--- src/rtl/strobe_seq_pkg.sv ---
package strobe_seq_pkg;
  localparam int STB_W = 12;

  typedef enum logic [1:0] {WK_NONE, WK_OVF, WK_EV1, WK_EV2} wait_kind_t;

  localparam logic [7:0] OP_RND   = 8'hBD;
  localparam logic [7:0] OP_WAITX = 8'hBC;
  localparam logic [7:0] OP_EV1   = 8'hB8;
  localparam logic [7:0] OP_EV2   = 8'hB9;
  localparam logic [7:0] OP_IRQ   = 8'hBA;
  localparam logic [7:0] OP_LABEL = 8'hBB;
  localparam logic [7:0] OP_CMP   = 8'hBE;
  localparam logic [7:0] OP_HALT  = 8'hD2;
  localparam logic [7:0] IM_START = 8'hE1;
  localparam logic [7:0] IM_STOP  = 8'hE2;
  localparam logic [7:0] IM_CLEAR = 8'hFF;

  // low nibble of a strobe opcode -> one-hot strobe vector
  function automatic logic [STB_W-1:0] strobe_map(input logic [3:0] nib);
    logic [STB_W-1:0] v;
    v = '0;
    case (nib)
      4'h3: v[0]  = 1'b1;
      4'h9: v[1]  = 1'b1;
      4'hA: v[2]  = 1'b1;
      4'hB: v[3]  = 1'b1;
      4'hF: v[4]  = 1'b1;
      4'hD: v[5]  = 1'b1;
      4'hE: v[6]  = 1'b1;
      4'h6: v[7]  = 1'b1;
      4'h7: v[8]  = 1'b1;
      4'h8: v[9]  = 1'b1;
      4'h4: v[10] = 1'b1;
      4'h5: v[11] = 1'b1;
      default: v = '0;
    endcase
    return v;
  endfunction
endpackage

--- src/rtl/seq_prog_store.sv ---
module seq_prog_store #(
  parameter int DEPTH = 24,
  parameter int PCW   = 6
) (
  input  logic                         clk,
  input  logic                         rst_n,
  input  logic                         clr,
  input  logic                         wr_en,
  input  logic [7:0]                   wr_data,
  input  logic [PCW-1:0]               rd_addr,
  output logic [7:0]                   rd_data,
  output logic [$clog2(DEPTH+1)-1:0]   wr_count,
  output logic                         full
);
  localparam int AW = $clog2(DEPTH);
  localparam int CW = $clog2(DEPTH+1);

  logic [7:0] mem [DEPTH];

  always_ff @(posedge clk) begin
    if (!rst_n || clr) begin
      wr_count <= '0;
      for (int i = 0; i < DEPTH; i++) mem[i] <= 8'h00;
    end else if (wr_en && !full) begin
      mem[wr_count[AW-1:0]] <= wr_data;
      wr_count <= wr_count + CW'(1);
    end
  end

  assign full    = (wr_count == CW'(DEPTH));
  assign rd_data = (rd_addr < PCW'(DEPTH)) ? mem[rd_addr[AW-1:0]] : 8'h00;
endmodule

--- src/rtl/seq_waiter.sv ---
module seq_waiter
  import strobe_seq_pkg::*;
(
  input  logic       clk,
  input  logic       rst_n,
  input  logic       cancel,
  input  logic       arm,
  input  wait_kind_t arm_kind,
  input  logic [7:0] arm_count,
  input  logic       tmr_ovf,
  input  logic       tmr_evt1,
  input  logic       tmr_evt2,
  output logic       busy
);
  wait_kind_t kind;
  logic [7:0] left;

  always_ff @(posedge clk) begin
    if (!rst_n || cancel) begin
      busy <= 1'b0;
      kind <= WK_NONE;
      left <= 8'd0;
    end else if (arm) begin
      busy <= 1'b1;
      kind <= arm_kind;
      left <= arm_count;
    end else if (busy) begin
      case (kind)
        WK_OVF: if (tmr_ovf) begin
          left <= left - 8'd1;
          if (left == 8'd1) busy <= 1'b0;
        end
        WK_EV1: if (tmr_evt1) busy <= 1'b0;
        WK_EV2: if (tmr_evt2) busy <= 1'b0;
        default: busy <= 1'b0;
      endcase
    end
  end
endmodule

--- src/rtl/strobe_seq.sv ---
module strobe_seq
  import strobe_seq_pkg::*;
#(
  parameter int DEPTH = 24
) (
  input  logic             clk,
  input  logic             rst_n,
  input  logic             host_valid,
  output logic             host_ready,
  input  logic             host_imm,
  input  logic [7:0]       host_data,
  input  logic [7:0]       cond_in,
  input  logic [7:0]       rnd_in,
  input  logic             tmr_ovf,
  input  logic             tmr_evt1,
  input  logic             tmr_evt2,
  output logic [STB_W-1:0] strobe,
  output logic             irq_pulse,
  output logic             cmp_set_pulse,
  output logic             running,
  output logic [7:0]       cnt_x,
  output logic [7:0]       cnt_y,
  output logic [7:0]       cnt_z
);
  localparam int PCW = $clog2(DEPTH + 9);
  localparam int CW  = $clog2(DEPTH + 1);

  logic [PCW-1:0] pc, label, npc, nlabel;
  logic [7:0]     op, nx, ny, nz;
  logic [CW-1:0]  wr_count;
  logic           full, wait_busy, at_end, issue, nrun;
  logic           host_fire, imm_fire, imm_start, imm_stop, imm_clr;
  logic [STB_W-1:0] stb_prog, stb_imm;
  logic           irq_n, cmp_n, arm;
  wait_kind_t     arm_kind;
  logic [7:0]     arm_cnt;

  assign host_ready = host_imm | (~running & ~full);
  assign host_fire  = host_valid & host_ready;
  assign imm_fire   = host_fire & host_imm;
  assign imm_start  = imm_fire && host_data == IM_START;
  assign imm_stop   = imm_fire && host_data == IM_STOP;
  assign imm_clr    = imm_fire && host_data == IM_CLEAR;
  assign stb_imm    = (imm_fire && host_data[7:4] == 4'hE) ? strobe_map(host_data[3:0]) : '0;

  seq_prog_store #(.DEPTH(DEPTH), .PCW(PCW)) u_store (
    .clk(clk), .rst_n(rst_n), .clr(imm_clr),
    .wr_en(host_fire & ~host_imm), .wr_data(host_data),
    .rd_addr(pc), .rd_data(op), .wr_count(wr_count), .full(full)
  );

  seq_waiter u_wait (
    .clk(clk), .rst_n(rst_n), .cancel(imm_start | imm_stop | imm_clr),
    .arm(arm), .arm_kind(arm_kind), .arm_count(arm_cnt),
    .tmr_ovf(tmr_ovf), .tmr_evt1(tmr_evt1), .tmr_evt2(tmr_evt2),
    .busy(wait_busy)
  );

  assign at_end = pc >= {{(PCW-CW){1'b0}}, wr_count};
  assign issue  = running & ~wait_busy & ~at_end;

  always_comb begin
    nx = cnt_x; ny = cnt_y; nz = cnt_z;
    npc = pc; nlabel = label; nrun = running;
    stb_prog = '0; irq_n = 1'b0; cmp_n = 1'b0;
    arm = 1'b0; arm_kind = WK_NONE; arm_cnt = 8'd0;
    if (running && !wait_busy && at_end) begin
      nrun = 1'b0;
    end else if (issue) begin
      npc = pc + PCW'(1);
      if (!op[7]) begin
        if (cond_in[op[2:0]] ^ op[3])
          npc = pc + {{(PCW-3){1'b0}}, op[6:4]} + PCW'(1);
      end else if (op[7:5] == 3'b100) begin
        arm = (op[4:0] != 5'd0); arm_kind = WK_OVF; arm_cnt = {3'b000, op[4:0]};
      end else if (op[7:4] == 4'hA) begin
        if (cond_in[op[2:0]] ^ op[3]) npc = label;
      end else if (op[7:3] == 5'b11001) begin
        if (cnt_y >= {5'd0, op[2:0]}) ny = {5'd0, op[2:0]};
        else ny = cnt_y + 8'd1;
      end else if (op[7:4] == 4'hD) begin
        if (op == OP_HALT) nrun = 1'b0;
        else stb_prog = strobe_map(op[3:0]);
      end else begin
        case (op)
          8'hC0: nx = cnt_x + 8'd1;
          8'hC1: ny = cnt_y + 8'd1;
          8'hC2: nz = cnt_z + 8'd1;
          8'hC3: nx = cnt_x - 8'd1;
          8'hC4: ny = cnt_y - 8'd1;
          8'hC5: nz = cnt_z - 8'd1;
          OP_RND:   nx = rnd_in;
          OP_WAITX: begin arm = (cnt_x != 8'd0); arm_kind = WK_OVF; arm_cnt = cnt_x; end
          OP_EV1:   begin arm = 1'b1; arm_kind = WK_EV1; end
          OP_EV2:   begin arm = 1'b1; arm_kind = WK_EV2; end
          OP_IRQ:   irq_n = 1'b1;
          OP_CMP:   cmp_n = 1'b1;
          OP_LABEL: nlabel = pc + PCW'(1);
          default: ;
        endcase
      end
    end
  end

  always_ff @(posedge clk) begin
    if (!rst_n) begin
      running <= 1'b0; pc <= '0; label <= '0;
      cnt_x <= 8'd0; cnt_y <= 8'd0; cnt_z <= 8'd0;
      strobe <= '0; irq_pulse <= 1'b0; cmp_set_pulse <= 1'b0;
    end else begin
      cnt_x <= nx; cnt_y <= ny; cnt_z <= nz;
      strobe <= stb_prog | stb_imm;
      irq_pulse <= irq_n;
      cmp_set_pulse <= cmp_n;
      pc <= npc; label <= nlabel; running <= nrun;
      if (imm_clr || imm_start) begin
        pc <= '0; label <= '0; running <= imm_start;
      end else if (imm_stop) begin
        running <= 1'b0;
      end
    end
  end
endmodule

--- config.mk ---
export PLATFORM = sky130hd
export DESIGN_NAME = strobe_seq
export DESIGN_NICKNAME = d
export VERILOG_FILES = /design/src/rtl/strobe_seq_pkg.sv /design/src/rtl/seq_prog_store.sv /design/src/rtl/seq_waiter.sv /design/src/rtl/strobe_seq.sv
export SDC_FILE = /design/constraint.sdc
export NUM_CORES = 1
export LEC_CHECK = 0
export ABC_AREA = 1
export BUFFER_PORTS_ARGS = -buffer_cell sky130_fd_sc_hd__buf_2
export CAP_MARGIN = 25
export CELL_PAD_IN_SITES_DETAIL_PLACEMENT = 1
export CELL_PAD_IN_SITES_GLOBAL_PLACEMENT = 1
export CORE_MARGIN = 8
export CORE_UTILIZATION = 30
export DETAILED_ROUTE_END_ITERATION = 7
export PLACE_DENSITY = 0.56
export SYNTH_ARGS = -nofsm -noshare
export SYNTH_HDL_FRONTEND = slang
export SYNTH_HIERARCHICAL = 1
export SYNTH_SLANG_ARGS = --single-unit
--- constraint.sdc ---
create_clock -name clk -period 5.4 [get_ports clk]
set_input_delay 0.81 -clock clk [delete_from_list [all_inputs] [get_ports clk]]
set_output_delay 0.81 -clock clk [all_outputs]
set_load 0.02 [all_outputs]
; ---- After elaboration in Yosys (flattened, before gate mapping)
; Memory sizes are Yosys's and may differ from the RTL's. A register that Yosys moved wholly into a read port is not among the register bits.
; Cells that the tools add are included.
[totals]
ff_bits = 67
ramBits = 192
inputBits = 31
wordCells = 248
memories = 1
[mem_list]
columns = name, depth, width, rd, rd_ports_with_merged_regs, write_ports, line_no
row1 = u_store.mem, 24, 8, 1, 1, 24, seq_prog_store.sv:18  ; logic [7:0] mem [DEPTH];
[classes]
n_addsub = 11
n_lt_le_gt_ge = 4
n_eq_ne = 55
mux = 104
n_bitwise = 24
n_reduce_logical = 36
[op_table]
columns = op, n
row1 = "8-bit == test, second input constant", 17
row2 = 8-bit two-way mux, 17
row3 = 12-bit two-way mux, 9
row4 = "4-bit == test, second input constant", 17
row5 = 1-bit two-way mux, 56
row6 = "4-bit by 3-bit == test with 1-bit output, second input constant", 8
row7 = 8-bit case mux with 2 select lines, 2
row8 = "8-bit by 1-bit subtractor with 8-bit output, second input constant", 4
row9 = 6-bit two-way mux, 5
row10 = "8-bit by 1-bit adder with 8-bit output, second input constant", 3
row11 = 8-bit case mux with 3 select lines, 1
row12 = 8-bit AND reduction, 3
row13 = 4-bit nonzero test, 4
row14 = 8-bit OR reduction, 2
row15 = 5-bit two-way mux, 3
row16 = 2-bit two-way mux, 7
row17 = 7-bit AND reduction, 2
row18 = 1-bit inverter, 13
row19 = "6-bit by 1-bit adder with 6-bit output, second input constant", 2
row20 = "4-bit by 3-bit != test with 1-bit output, second input constant", 3
row21 = 12-bit bitwise OR, 1
row22 = "5-bit == test, second input constant", 2
row23 = "4-bit by 2-bit == test with 1-bit output, second input constant", 2
row24 = "8-bit by 1-bit == test with 1-bit output, second input constant", 1
row25 = 27 further kinds, 50

; ---- Depth between registers and ports, before layout
; Gate-level depths: netlist (run 1).
[depth]
ltp_word = 14
ltp_mapped = 28
mapped_depth_nobuf = 25

; ---- Modules after synthesis
; The synthesis (run 1) kept the hierarchy.
[modules_own_cells]
columns = module, n_inst, cells_per_inst, area_each_um2, seq_area_each_um2
row1 = seq_prog_store, 1, 1206, 11985.2, 7787.5
row2 = strobe_seq, 1, 627, 4062.6, 1021.0
row3 = seq_waiter, 1, 116, 723.2, 220.2

; ---- Least setup slack after synthesis (run 1)
; Ideal clock, no wire load.
[synth_timing]
kind = register -> register
from = register pc[0]
to = register cnt_x[5]
arrival_time_ns = 3.326
setup_slack_ns = 1.960
stages_incl_launch_ff = 24
n_path_buf = 2
synth_period_minus_slack_ns = 3.440
path_cell_list = dfxtp_1 -> buf_2 -> buf_1 -> nor2_1 -> o21ai_0 -> nor2_1 -> nor2_1 -> nor2_1 -> nor2_1 -> inv_2 -> nand3_2 -> nor2_4 -> nand2_1 -> inv_1 -> ha_1 -> a21oi_1 -> nand2_1 -> nand3_1 -> nand2_1 -> or2_2 -> nand3_1 -> nand2_1 -> nor2_1 -> nor2_1
[synth_via]
elab_chain_cells = 5
[synth_rtl]
columns = item, line_no
row1 = start: declaration, strobe_seq.sv:28  ; logic [PCW-1:0] pc, label, npc, nlabel;
row2 = start signal: assignment, strobe_seq.sv:115  ; pc <= npc; label <= nlabel; running <= nrun;
row3 = 6-bit by 5-bit < comparator with 1-bit output (*), seq_prog_store.sv:31  ; assign rd_data = (rd_addr < PCW'(DEPTH)) ? mem[rd_addr[AW-1:0]] : 8'h00;
row4 = 8-bit two-way mux (*), seq_prog_store.sv:31
row5 = net op[5], strobe_seq.sv:29  ; logic [7:0] op, nx, ny, nz;
row6 = "8-bit == test, or another cell as far along", strobe_seq.sv:85  ; case (op)
row7 = 3-bit nonzero test (no line) / 1-bit inverter (equally long branches), --
row8 = 8-bit AND reduction (no line), --
row9 = end signal: assignment, strobe_seq.sv:111  ; cnt_x <= nx; cnt_y <= ny; cnt_z <= nz;
row10 = end: declaration, strobe_seq.sv:21  ; output logic [7:0] cnt_x,
; The timed path passes the listed nets; every way through them passes the cells marked *.
; A chain may end at the register's enable or synchronous reset.

; ---- Worst setup path in the final report (run 1)
[layout_timing]
from = register pc[0]
to = register cnt_z[7]
[layout_via]
elab_chain_cells = 5
[layout_rtl]
columns = item, line_no
row1 = 6-bit by 5-bit < comparator with 1-bit output (*), seq_prog_store.sv:31
row2 = 8-bit two-way mux (*), seq_prog_store.sv:31
row3 = net op[0], strobe_seq.sv:29
row4 = 8-bit == test, strobe_seq.sv:85
row5 = 2-bit nonzero test (no line), --
row6 = 8-bit AND reduction (no line), --
row7 = end signal: assignment, strobe_seq.sv:111
row8 = end: declaration, strobe_seq.sv:23  ; output logic [7:0] cnt_z
; Marks and branches as above.

==> flow_summary_export.csv, run 1 <==
group,metric,value,unit
critical_path,startpoint_type,"register",
critical_path,path_common_cell,"nand2_1",
die,core.rowCount,86,
timing,clock.fmax,217,MHz
die,design.core.area,0.0552,mm^2
global_route,grt_max_degree,134,
clock_network,cts_tree,"built",
route,drt_iter0_markers,739,
placed_design,io_buffers,70,
die,die_h,252,um
global_route,grt_pass1_wl,84600,um
critical_path,r2r-start,"pc[0]",
critical_path,ff2ff_path_depth,27,
critical_path,worstSetupEndpointType,"register",
critical_path,slowest_stage,"nor2_1",
timing,tightest_slew,0.945,ns
timing,period_minus_slack,4.60,ns
logic_synthesis,ys_ff_latch,323,
global_route,first_global_vias,14205,
min_path,worstHoldStart,"label[4]",
job,maxCapViolCount,0,
power_and_ir_drop,irDropWorstVdd,0.000185,V
timing,finalCritPeriodShare,0.852,
min_path,holdPathEnd,"label[4]",
timing,rsz0062_at_grt,"no",
global_route,grt_use_met3,0.0268,
clock_network,path_clk_slew,0.06,ns
die,start_util,0.304,
critical_path,path_class,"reg -> reg",
placed_design,gp_congestion,0.857,
clock_network,h-tree-depth,2,
clock_network,hold_buffers,0,
logic_synthesis,synth_area,0.0168,mm^2
min_path,min_path_cells,2,
route,dr.pass1.iters,5,
critical_path,r2r_setup_slack,0.80,ns
timing,report.final.slew_viol_count,0,
route,drc,0,
logic_synthesis,synth_seq_area_share,0.538,
logic_synthesis,synth_cell_type_count,56,
power_and_ir_drop,power.leakage,8.22,nW
logic_synthesis,async_flop_share,0,
global_route,antenna_found_initial,0,
timing,max-slew-margin-rel,0.368,
route,dr_total_vias,13611,
critical_path,cpPeakStageDelay,0.45,ns
global_route,grt_util_all_layers,0.170,
logic_synthesis,yosys_warnings,6,
clock_network,clock-sinks,323,
critical_path,critPathRequiredTime,5.84,ns
timing,finClkSkew,0.0157,ns
global_route,grt_use_met1,0.227,
timing,setup_violations,0,
finish,nNetsFinal,2084,
placed_design,place_ws,0.871,ns
logic_synthesis,ys_top_cells_by_area,"edfxtp_1, nand2_1, dfxtp_1, nor2_1, nand3_1",
clock_network,cts_resized,0,
logic_synthesis,ys.flop_type,"edfxtp_1",
finish,layout-drive-gt1-share,0.133,
clock_network,cts_max_path_buffers,3,
die,fp.dieW,252,um
placed_design,placed_cells,2722,
min_path,hold_path_class,"reg -> reg",
timing,tns,0,ns
route,wirelength,54500,um
clock_network,clock_latency,0.56,ns
clock_network,clock-root-buffer,"clkbuf_16",
logic_synthesis,synth.avg_cell_area,8.60,um^2
power_and_ir_drop,total_power,5.86,mW
critical_path,crit_fanout,33,
global_route,met2_usage,0.285,
timing,finalHoldViolations,0,
global_route,gr-max-usage-layer,"met2",
logic_synthesis,synth_edf_count,256,
die,die_area,0.0637,mm^2
finish,diodes,0,
timing,setup_slack,0.799,ns
critical_path,worstReg2RegEnd,"cnt_z[7]",
power_and_ir_drop,power_density,302,mW/mm^2
placed_design,dp_hpwl,36800,um
logic_synthesis,synthTopCellsByCount,"nand2_1, nor2_1, edfxtp_1",
finish,final_cells,2798,
route,viasPerCell,4.86,
clock_network,cts_setup_buffers,0,
die,ios,71,
run_status,status,"finished clean",
route,routedWlPerCell,19.5,um
route,postRouteAntennaNets,0,
critical_path,cp_data_arrival_time,5.04,ns
logic_synthesis,yosys.cell_count.top_type,"nand2_1",
logic_synthesis,synth_top_cell_by_area,"edfxtp_1",
logic_synthesis,synth_top_cell_area_share,0.458,
logic_synthesis,synthCells,1949,
clock_network,numCtsBuffers,42,
global_route,overflow,0,
finish,syn_to_final_growth,15.6,%
## through the flow
stage	utilization	hold slack, ns	area [um^2]
finish	0.351	0.468	19400
global route	0.351	0.487	19400
CTS	0.351	0.470	19400
detailed placement	0.326	0.461	18000
global placement	0.326	0.452	18000
floorplan	-	0.435	16800
## flip-flops by register name, summed over array words and instances, names as in the netlist
name and count:
u_wait/busy 1, cnt_x 8, cnt_y 8, cmp_set_pulse 1, label 6, u_store/mem 256, u_wait/left 8, pc 6
irq_pulse 1, u_store/wr_count 5, strobe 12, running 1, u_wait/kind 2, cnt_z 8
## cell families after synthesis
logic type,after synthesis,synth area share
DFF,323,0.538
buffers and inverters,215,0.0536
xor gates and xnor gates,27,0.0141
muxes,3,0.00179
AOI/OAI and AO/OA,170,0.0548
adders and majority gates,35,0.0275
and+or+nand+nor,1175,0.310
other,1,0.000224
## power by group
group | internal (mW) | switching, mW
Combinational | 0.0642 | 0.208
Sequential | 2.74 | 0.0174
Clock | 1.75 | 1.08
## cell usage in the layout, fill, tap and decap left out, types with 3 or more instances in the layout
cell type  instances
inv_6              4
clkinv_2          14
nand2_1          516
mux2i_1            3
clkbuf_8           4
xor2_1            20
buf_4             32
o22ai_1            5
ha_1              32
inv_4              4
clkinv_1           9
fa_1               3
nor2_2            15
o21bai_1           3
nor3_4             4
buf_2             70
bufinv_16          5
a21oi_2            3
conb_1             8
nor2_1           326
inv_2             13
nand2_4           23
nand4_1            7
clkbuf_16         43
o21ai_0           67
xnor2_1            7
nand3_1          235
clkbuf_1           5
nor2_4             7
a21oi_1           65
nor3_1            13
nand2_2           12
dfxtp_1           65
o21ai_1           15
inv_1            102
edfxtp_1         256
## cell type report
| class | count | area (um^2) |
|---|---|---|
| inverters | 129 | 512 |
| fillers | 6481 | 35800 |
| multi-input cells | 1418 | 6870 |
| repair buffers | 104 | 631 |
| flip-flops and latches | 323 | 9030 |
| clock inverters | 24 | 250 |
| well taps | 748 | 936 |
| clock buffers | 52 | 1150 |
## layer usage
metal	wire length, um	part of all wire	up-vias
li1	-	-	6592
met4	988	0.018	0
met2	25900	0.48	189
met1	25800	0.47	6772
met3	1790	0.033	58
met5	0	0	-
## critical path: cells and delay by family, from the launching register on
family          cells  cell delay [ns]
flops               1             0.35
fa+ha+maj           1             0.32
buf+inv             7             1.43
xor+xnor            1             0.15
compound gates      1             0.14
simple gates       17             2.04
## worst max-delay path by stage
stage | from | end | slack, ns | cells after the start
after floorplan | pc[0] | cnt_x[5] | 1.96 | 23
after global placement | pc[0] | cnt_z[7] | 0.97 | 27
after detailed placement | pc[2] | cnt_x[6] | 0.87 | 25
after CTS | pc[0] | cnt_z[7] | 0.82 | 27
after global routing | pc[0] | cnt_z[7] | 0.36 | 27
final | pc[0] | cnt_z[7] | 0.80 | 27
Power figures use the tool's default switching activity.
==> inputs of run 2 (changes only) <==
PLACE_DENSITY = 0.55   (was 0.56)
SYNTH_HIERARCHICAL = default   (was 1)
==> run 2 against run 1 <==
  * Final cell count down 6.6%
  * Synthesized area down 2.1%
  * Clock skew down 0.0027 ns
==> flow_summary_export.csv, run 2 <==
group,metric,value,unit
timing,setup_slack,0.759,ns
logic_synthesis,synthCells,1812,
critical_path,crit_fanout,75,
critical_path,cp_data_arrival_time,5.08,ns
route,dr.pass1.iters,5,
logic_synthesis,synth_edf_count,256,
route,wirelength,55300,um
min_path,hold_path_class,"reg -> reg",
logic_synthesis,synth_cell_type_count,50,
critical_path,cpPeakStageDelay,0.36,ns
route,viasPerCell,5.11,
logic_synthesis,yosys.cell_count.top_type,"nor2_1",
power_and_ir_drop,power.leakage,7.62,nW
timing,period_minus_slack,4.64,ns
run_status,status,"finished clean",
critical_path,critPathRequiredTime,5.84,ns
route,dr_total_vias,13350,
critical_path,path_common_cell,"nand2_1",
global_route,grt_util_all_layers,0.173,
timing,clock.fmax,215,MHz
critical_path,slowest_stage,"dfxtp_4",
logic_synthesis,ys.flop_type,"edfxtp_1",
finish,layout_commonest_cell,"nor2_1",
critical_path,worstSetupEndpointType,"register",
clock_network,numCtsBuffers,40,
placed_design,io_buffers,70,
power_and_ir_drop,p_int,4.40,mW
logic_synthesis,synth_top_cell_area_share,0.468,
clock_network,clock-sinks,328,
placed_design,placed_cells,2540,
die,die_h,250,um
logic_synthesis,synthTopCellsByCount,"nor2_1, nand2_1, edfxtp_1",
clock_network,cts_max_path_buffers,3,
min_path,min_path_cells,2,
placed_design,placed_area,0.0176,mm^2
logic_synthesis,synth_top_cell_by_area,"edfxtp_1",
power_and_ir_drop,power_density,303,mW/mm^2
logic_synthesis,async_flop_share,0,
critical_path,path_buf_inv,6,
power_and_ir_drop,seq_power_share,0.489,
finish,final_cells,2614,
timing,finalCritPeriodShare,0.860,
die,die_area,0.0625,mm^2
job,maxCapViolCount,0,
clock_network,cts_tree,"built",
clock_network,path_clk_slew,0.06,ns
global_route,grt_pass1_wl,84600,um
power_and_ir_drop,total_power,5.71,mW
clock_network,hold_buffers,0,
timing,finClkSkew,0.0130,ns
global_route,antenna_found_initial,4,
critical_path,cp_top_family,"simple AND/OR/NAND/NOR gates",
timing,hold_ws,0.455,ns
power_and_ir_drop,switching_share,0.229,
critical_path,startpoint_type,"register",
route,routedWlPerCell,21.2,um
timing,tightest_slew,1.02,ns
clock_network,cts_setup_buffers,0,
critical_path,r2r_setup_slack,0.76,ns
global_route,grt_max_degree,76,
placed_design,gp_congestion,0.847,
power_and_ir_drop,p_comb_frac,0.047,
placed_design,dp_hpwl,38000,um
finish,final_core_util,0.349,
finish,largest-register,"u_store.mem",
route,postRouteAntennaNets,0,
timing,tns,0,ns
timing,report.final.slew_viol_count,0,
critical_path,path_class,"reg -> reg",
finish,largest_reg_flops,256,
logic_synthesis,synth.avg_cell_area,9.06,um^2
timing,setup_violations,0,
die,start_util,0.304,
clock_network,cts_resized,0,
logic_synthesis,synth_seq_area_share,0.556,
logic_synthesis,ys_top_cells_by_area,"edfxtp_1, nor2_1, dfxtp_1, nand2_1, nand3_1",
die,core.rowCount,85,
logic_synthesis,synth_area,0.0164,mm^2
finish,nNetsFinal,1952,
timing,max-slew-margin-rel,0.321,
die,ios,71,
timing,rsz0062_at_grt,"no",
clock_network,clock_latency,0.55,ns
die,fp.dieW,250,um
clock_network,clock-root-buffer,"clkbuf_16",
finish,layout-drive-gt1-share,0.118,
route,drt_iter0_markers,750,
placed_design,place_ws,0.867,ns
global_route,overflow,0,
timing,finalHoldViolations,0,
critical_path,worstReg2RegEnd,"cnt_x[7]",
power_and_ir_drop,irDropWorstVdd,0.000169,V
die,design.core.area,0.0539,mm^2
logic_synthesis,ys_ff_latch,328,
finish,top_regs,"u_store.mem x256, strobe x12",
global_route,first_global_vias,13985,
finish,layout_common_cells,"nor2_1, nand2_1, edfxtp_1",
power_and_ir_drop,pwr-share-clk,0.464,
route,drc,0,
min_path,worstHoldStart,"label[5]",
finish,syn_to_final_growth,14.7,%
power_and_ir_drop,power_switching,1.31,mW
finish,design_area,0.0188,mm^2
logic_synthesis,yosys_warnings,0,
critical_path,ff2ff_path_depth,29,
min_path,holdPathEnd,"label[5]",
clock_network,h-tree-depth,2,
## run 2: changes by cell type in the layout (fill, tap and decap cells not counted), moves of 7 or more
cell,change
clkinv_1,+7
nand2_1,-228
nand2_4,-20
nand3_1,-99
nand4_1,+10
nor2_1,+74
nor2_2,-12
nor3_1,+9
o211ai_1,+9
o21ai_0,+47
o21ai_1,+26
o221ai_1,+36
xor2_1,+10
## run 2: routing by layer
layer	share of wire	GRT usage
met1	0.45	0.224
met2	0.47	0.288
met3	0.051	0.0345
met4	0.029	0.0584
met5	0.00049	0
## run 2: area by class of cell
| cell class | instances | area [um^2] |
|---|---|---|
| antenna | 2 | 5.00 |
| sequential | 328 | 9130 |
| tap | 696 | 871 |
| clock inverter | 19 | 171 |
| clock buffer | 53 | 1090 |
| fill | 6231 | 35100 |
| timing repair buffer | 107 | 689 |
| multi-input combinational | 1277 | 6370 |
| inverter | 132 | 499 |
## run 2: cell families after synthesis
family | Yosys count | synth area share
other | 1 | 0.000228
xor gates and xnor gates | 35 | 0.0187
muxes | 4 | 0.00274
adders and majority gates | 35 | 0.0280
and+or+nand+nor | 911 | 0.237
buffers and inverters | 214 | 0.0576
AOI/OAI and AO/OA | 284 | 0.0995
DFF | 328 | 0.556
## run 2: power by group through the flow
stage	logic (mW)	clock network, mW	registers [mW]
final	0.268	2.65	2.79
after global placement	0.264	0	2.84
after CTS	0.272	2.73	2.79
after global routing	0.295	2.81	2.80
after detailed placement	0.270	0	2.85
after floorplan	0.156	0	2.84
## run 2: worst register-to-register path, delay by kind of cell, from the launching register on
kind,cells,cell delay (ns)
simple gates,14,1.56
buf+inv,6,1.12
compound gates,7,1.09
flops,1,0.36
fa+ha+maj,1,0.26
xor+xnor,1,0.15
## run 2: how the worst max path moves through the flow
stage             start        to  slack, ns  cells after the start
6_report       register  cnt_x[7]       0.76                     29
5_1_grt        register  cnt_x[7]       0.39                     29
4_1_cts        register  cnt_x[7]       0.83                     29
3_5_place_dp   register  cnt_x[7]       0.87                     29
3_3_place_gp   register  cnt_x[7]       0.86                     29
2_1_floorplan  register  cnt_x[7]       1.77                     29
==> inputs of run 3 (changes only) <==
BUFFER_PORTS_ARGS = -buffer_cell sky130_fd_sc_hd__buf_4   (was -buffer_cell sky130_fd_sc_hd__buf_2)
CORE_UTILIZATION = 52   (was 30)
PLACE_DENSITY = 0.87   (was 0.55)
==> run 3 against run 2 <==
  * Final cell count is 12% lower
  * Non-clock buffer count is 16 lower
  * Maximum frequency is 4.2% lower
  * Setup slack worse by 0.20 ns
  * Clock-buffer cell count is 3 higher
  * Clock power is 3% lower
  * First-iteration DRC count is 81% higher
  * Sequential power hardly changed
  * Critical path depth is 4 lower
  * Via count is 5.5% higher
==> flow_summary_export.csv, run 3 (synthesis gave the netlist of run 2 again) <==
group,metric,value,unit
run_status,status,"finished clean",
clock_network,clock-sinks,328,
clock_network,numCtsBuffers,37,
finish,layout-drive-gt1-share,0.108,
global_route,grt_max_degree,129,
critical_path,ff2ff_path_depth,25,
timing,rsz0062_at_grt,"no",
power_and_ir_drop,switching_share,0.230,
route,routedWlPerCell,24.0,um
global_route,grt_use_met1,0.348,
placed_design,io_buffers,70,
placed_design,dp_hpwl,35900,um
timing,report.final.slew_viol_count,0,
route,drc,0,
timing,finalCritPeriodShare,0.897,
power_and_ir_drop,total_power,5.65,mW
clock_network,hold_buffers,0,
placed_design,gp_congestion,0.964,
power_and_ir_drop,power.leakage,7.54,nW
power_and_ir_drop,seq_power_share,0.495,
critical_path,crit_fanout,61,
global_route,antenna_found_initial,0,
global_route,first_global_vias,15136,
critical_path,critPathRequiredTime,5.82,ns
clock_network,clock_latency,0.53,ns
route,dr.pass1.iters,6,
power_and_ir_drop,pwr-share-clk,0.455,
critical_path,worstSetupEndpointType,"register",
die,ios,71,
route,viasPerCell,6.13,
critical_path,r2r_setup_slack,0.56,ns
finish,largest_reg_flops,256,
critical_path,startpoint_type,"register",
finish,top_regs,"u_store.mem x256, strobe x12",
route,postRouteAntennaNets,0,
job,maxCapViolCount,0,
timing,finClkSkew,0.0112,ns
clock_network,h-tree-depth,2,
global_route,gr-max-usage-layer,"met2",
global_route,met2_usage,0.490,
die,design.core.area,0.0313,mm^2
global_route,overflow,0,
timing,clock.fmax,206,MHz
min_path,hold_path_class,"reg -> reg",
finish,syn_to_final_growth,12.5,%
timing,tns,0,ns
finish,diodes,0,
power_and_ir_drop,p_int,4.35,mW
power_and_ir_drop,power_density,306,mW/mm^2
clock_network,cts_tree,"built",
power_and_ir_drop,irDropWorstVdd,0.000170,V
finish,nNetsFinal,1933,
route,wirelength,55000,um
critical_path,cp_data_arrival_time,5.27,ns
timing,period_minus_slack,4.84,ns
finish,layout_commonest_cell,"nor2_1",
global_route,grt_use_met3,0.0533,
global_route,grt_util_all_layers,0.287,
die,die_h,194,um
clock_network,path_clk_slew,0.06,ns
power_and_ir_drop,p_comb_frac,0.049,
clock_network,cts_resized,0,
timing,tightest_slew,1.08,ns
timing,finalHoldViolations,0,
timing,setup_violations,0,
die,start_util,0.524,
power_and_ir_drop,power_switching,1.30,mW
die,fp.dieW,194,um
global_route,grt_pass1_wl,85900,um
die,core.rowCount,65,
route,drt_iter0_markers,1357,
critical_path,crit_path_end,"cnt_x[7]",
finish,layout_common_cells,"nor2_1, nand2_1, edfxtp_1",
route,dr_total_vias,14085,
clock_network,cts_setup_buffers,0,
critical_path,worstReg2RegEnd,"cnt_x[7]",
timing,max-slew-margin-rel,0.276,
clock_network,cts_max_path_buffers,3,
die,die_area,0.0375,mm^2
critical_path,path_class,"reg -> reg",
clock_network,clock-root-buffer,"clkbuf_16",
finish,largest-register,"u_store.mem",
run 3: layer usage:
| layer | vias to the layer above | part of all wire |
|---|---|---|
| li1 | 6276 | - |
| met1 | 6941 | 0.39 |
| met2 | 676 | 0.48 |
| met3 | 192 | 0.077 |
| met4 | 0 | 0.049 |
| met5 | - | 0 |
run 3: how the worst min path moves through the flow:
stage	from	endpoint	slack, ns	cells past startpoint
floorplan	label[5]	label[5]	0.42	2
global placement	label[5]	label[5]	0.43	2
detailed placement	label[5]	label[5]	0.43	2
CTS	label[5]	label[5]	0.44	2
global route	label[5]	label[5]	0.46	2
finish	label[5]	label[5]	0.44	2
run 3: layout make-up:
cell class / count / area (um^2)
repair buffers: 91 / 748
clock buffers: 56 / 1060
multi-input cells: 1277 / 6370
inverters: 132 / 499
flip-flops and latches: 328 / 9130
well taps: 402 / 503
fillers: 3560 / 12800
clock inverters: 11 / 150
run 3: per-stage QoR:
step	hold WS, ns	instance area, um^2	utilization	cells	worst slack [ns]
finish	0.444	18500	0.590	2297	0.556
global placement	0.430	17200	0.550	2228	0.878
CTS	0.443	18500	0.590	2297	0.666
floorplan	0.419	16400	-	1819	1.77
global route	0.461	18500	0.590	2297	0.323
detailed placement	0.434	17300	0.551	2230	0.787
run 3: critical path, cell delays in order (launching register included):
cell and delay, ns:
dfxtp_2 0.35, buf_4 0.57, o21ai_0 0.21, o221ai_1 0.32
nand3_1 0.18, nand3_1 0.17, nand3_1 0.20, inv_2 0.15
nand2_2 0.11, nor2_4 0.19, nand2_1 0.20, inv_1 0.24
ha_1 0.28, a21oi_1 0.17, o21bai_1 0.09, nand2_1 0.08
nand2_1 0.05, a21oi_1 0.20, o21ai_0 0.11, a21o_1 0.17
xor2_1 0.15, or2_0 0.22, nand3_1 0.07, nand2_1 0.06
nor2_1 0.08, nor2_1 0.04
run 3: power groups by stage:
stage	Clock, mW	Combinational [mW]	Sequential [mW]
final	2.57	0.278	2.80
after global routing	2.66	0.297	2.80
after CTS	2.58	0.272	2.80
after detailed placement	0	0.266	2.85
after global placement	0	0.251	2.85
after floorplan	0	0.156	2.84
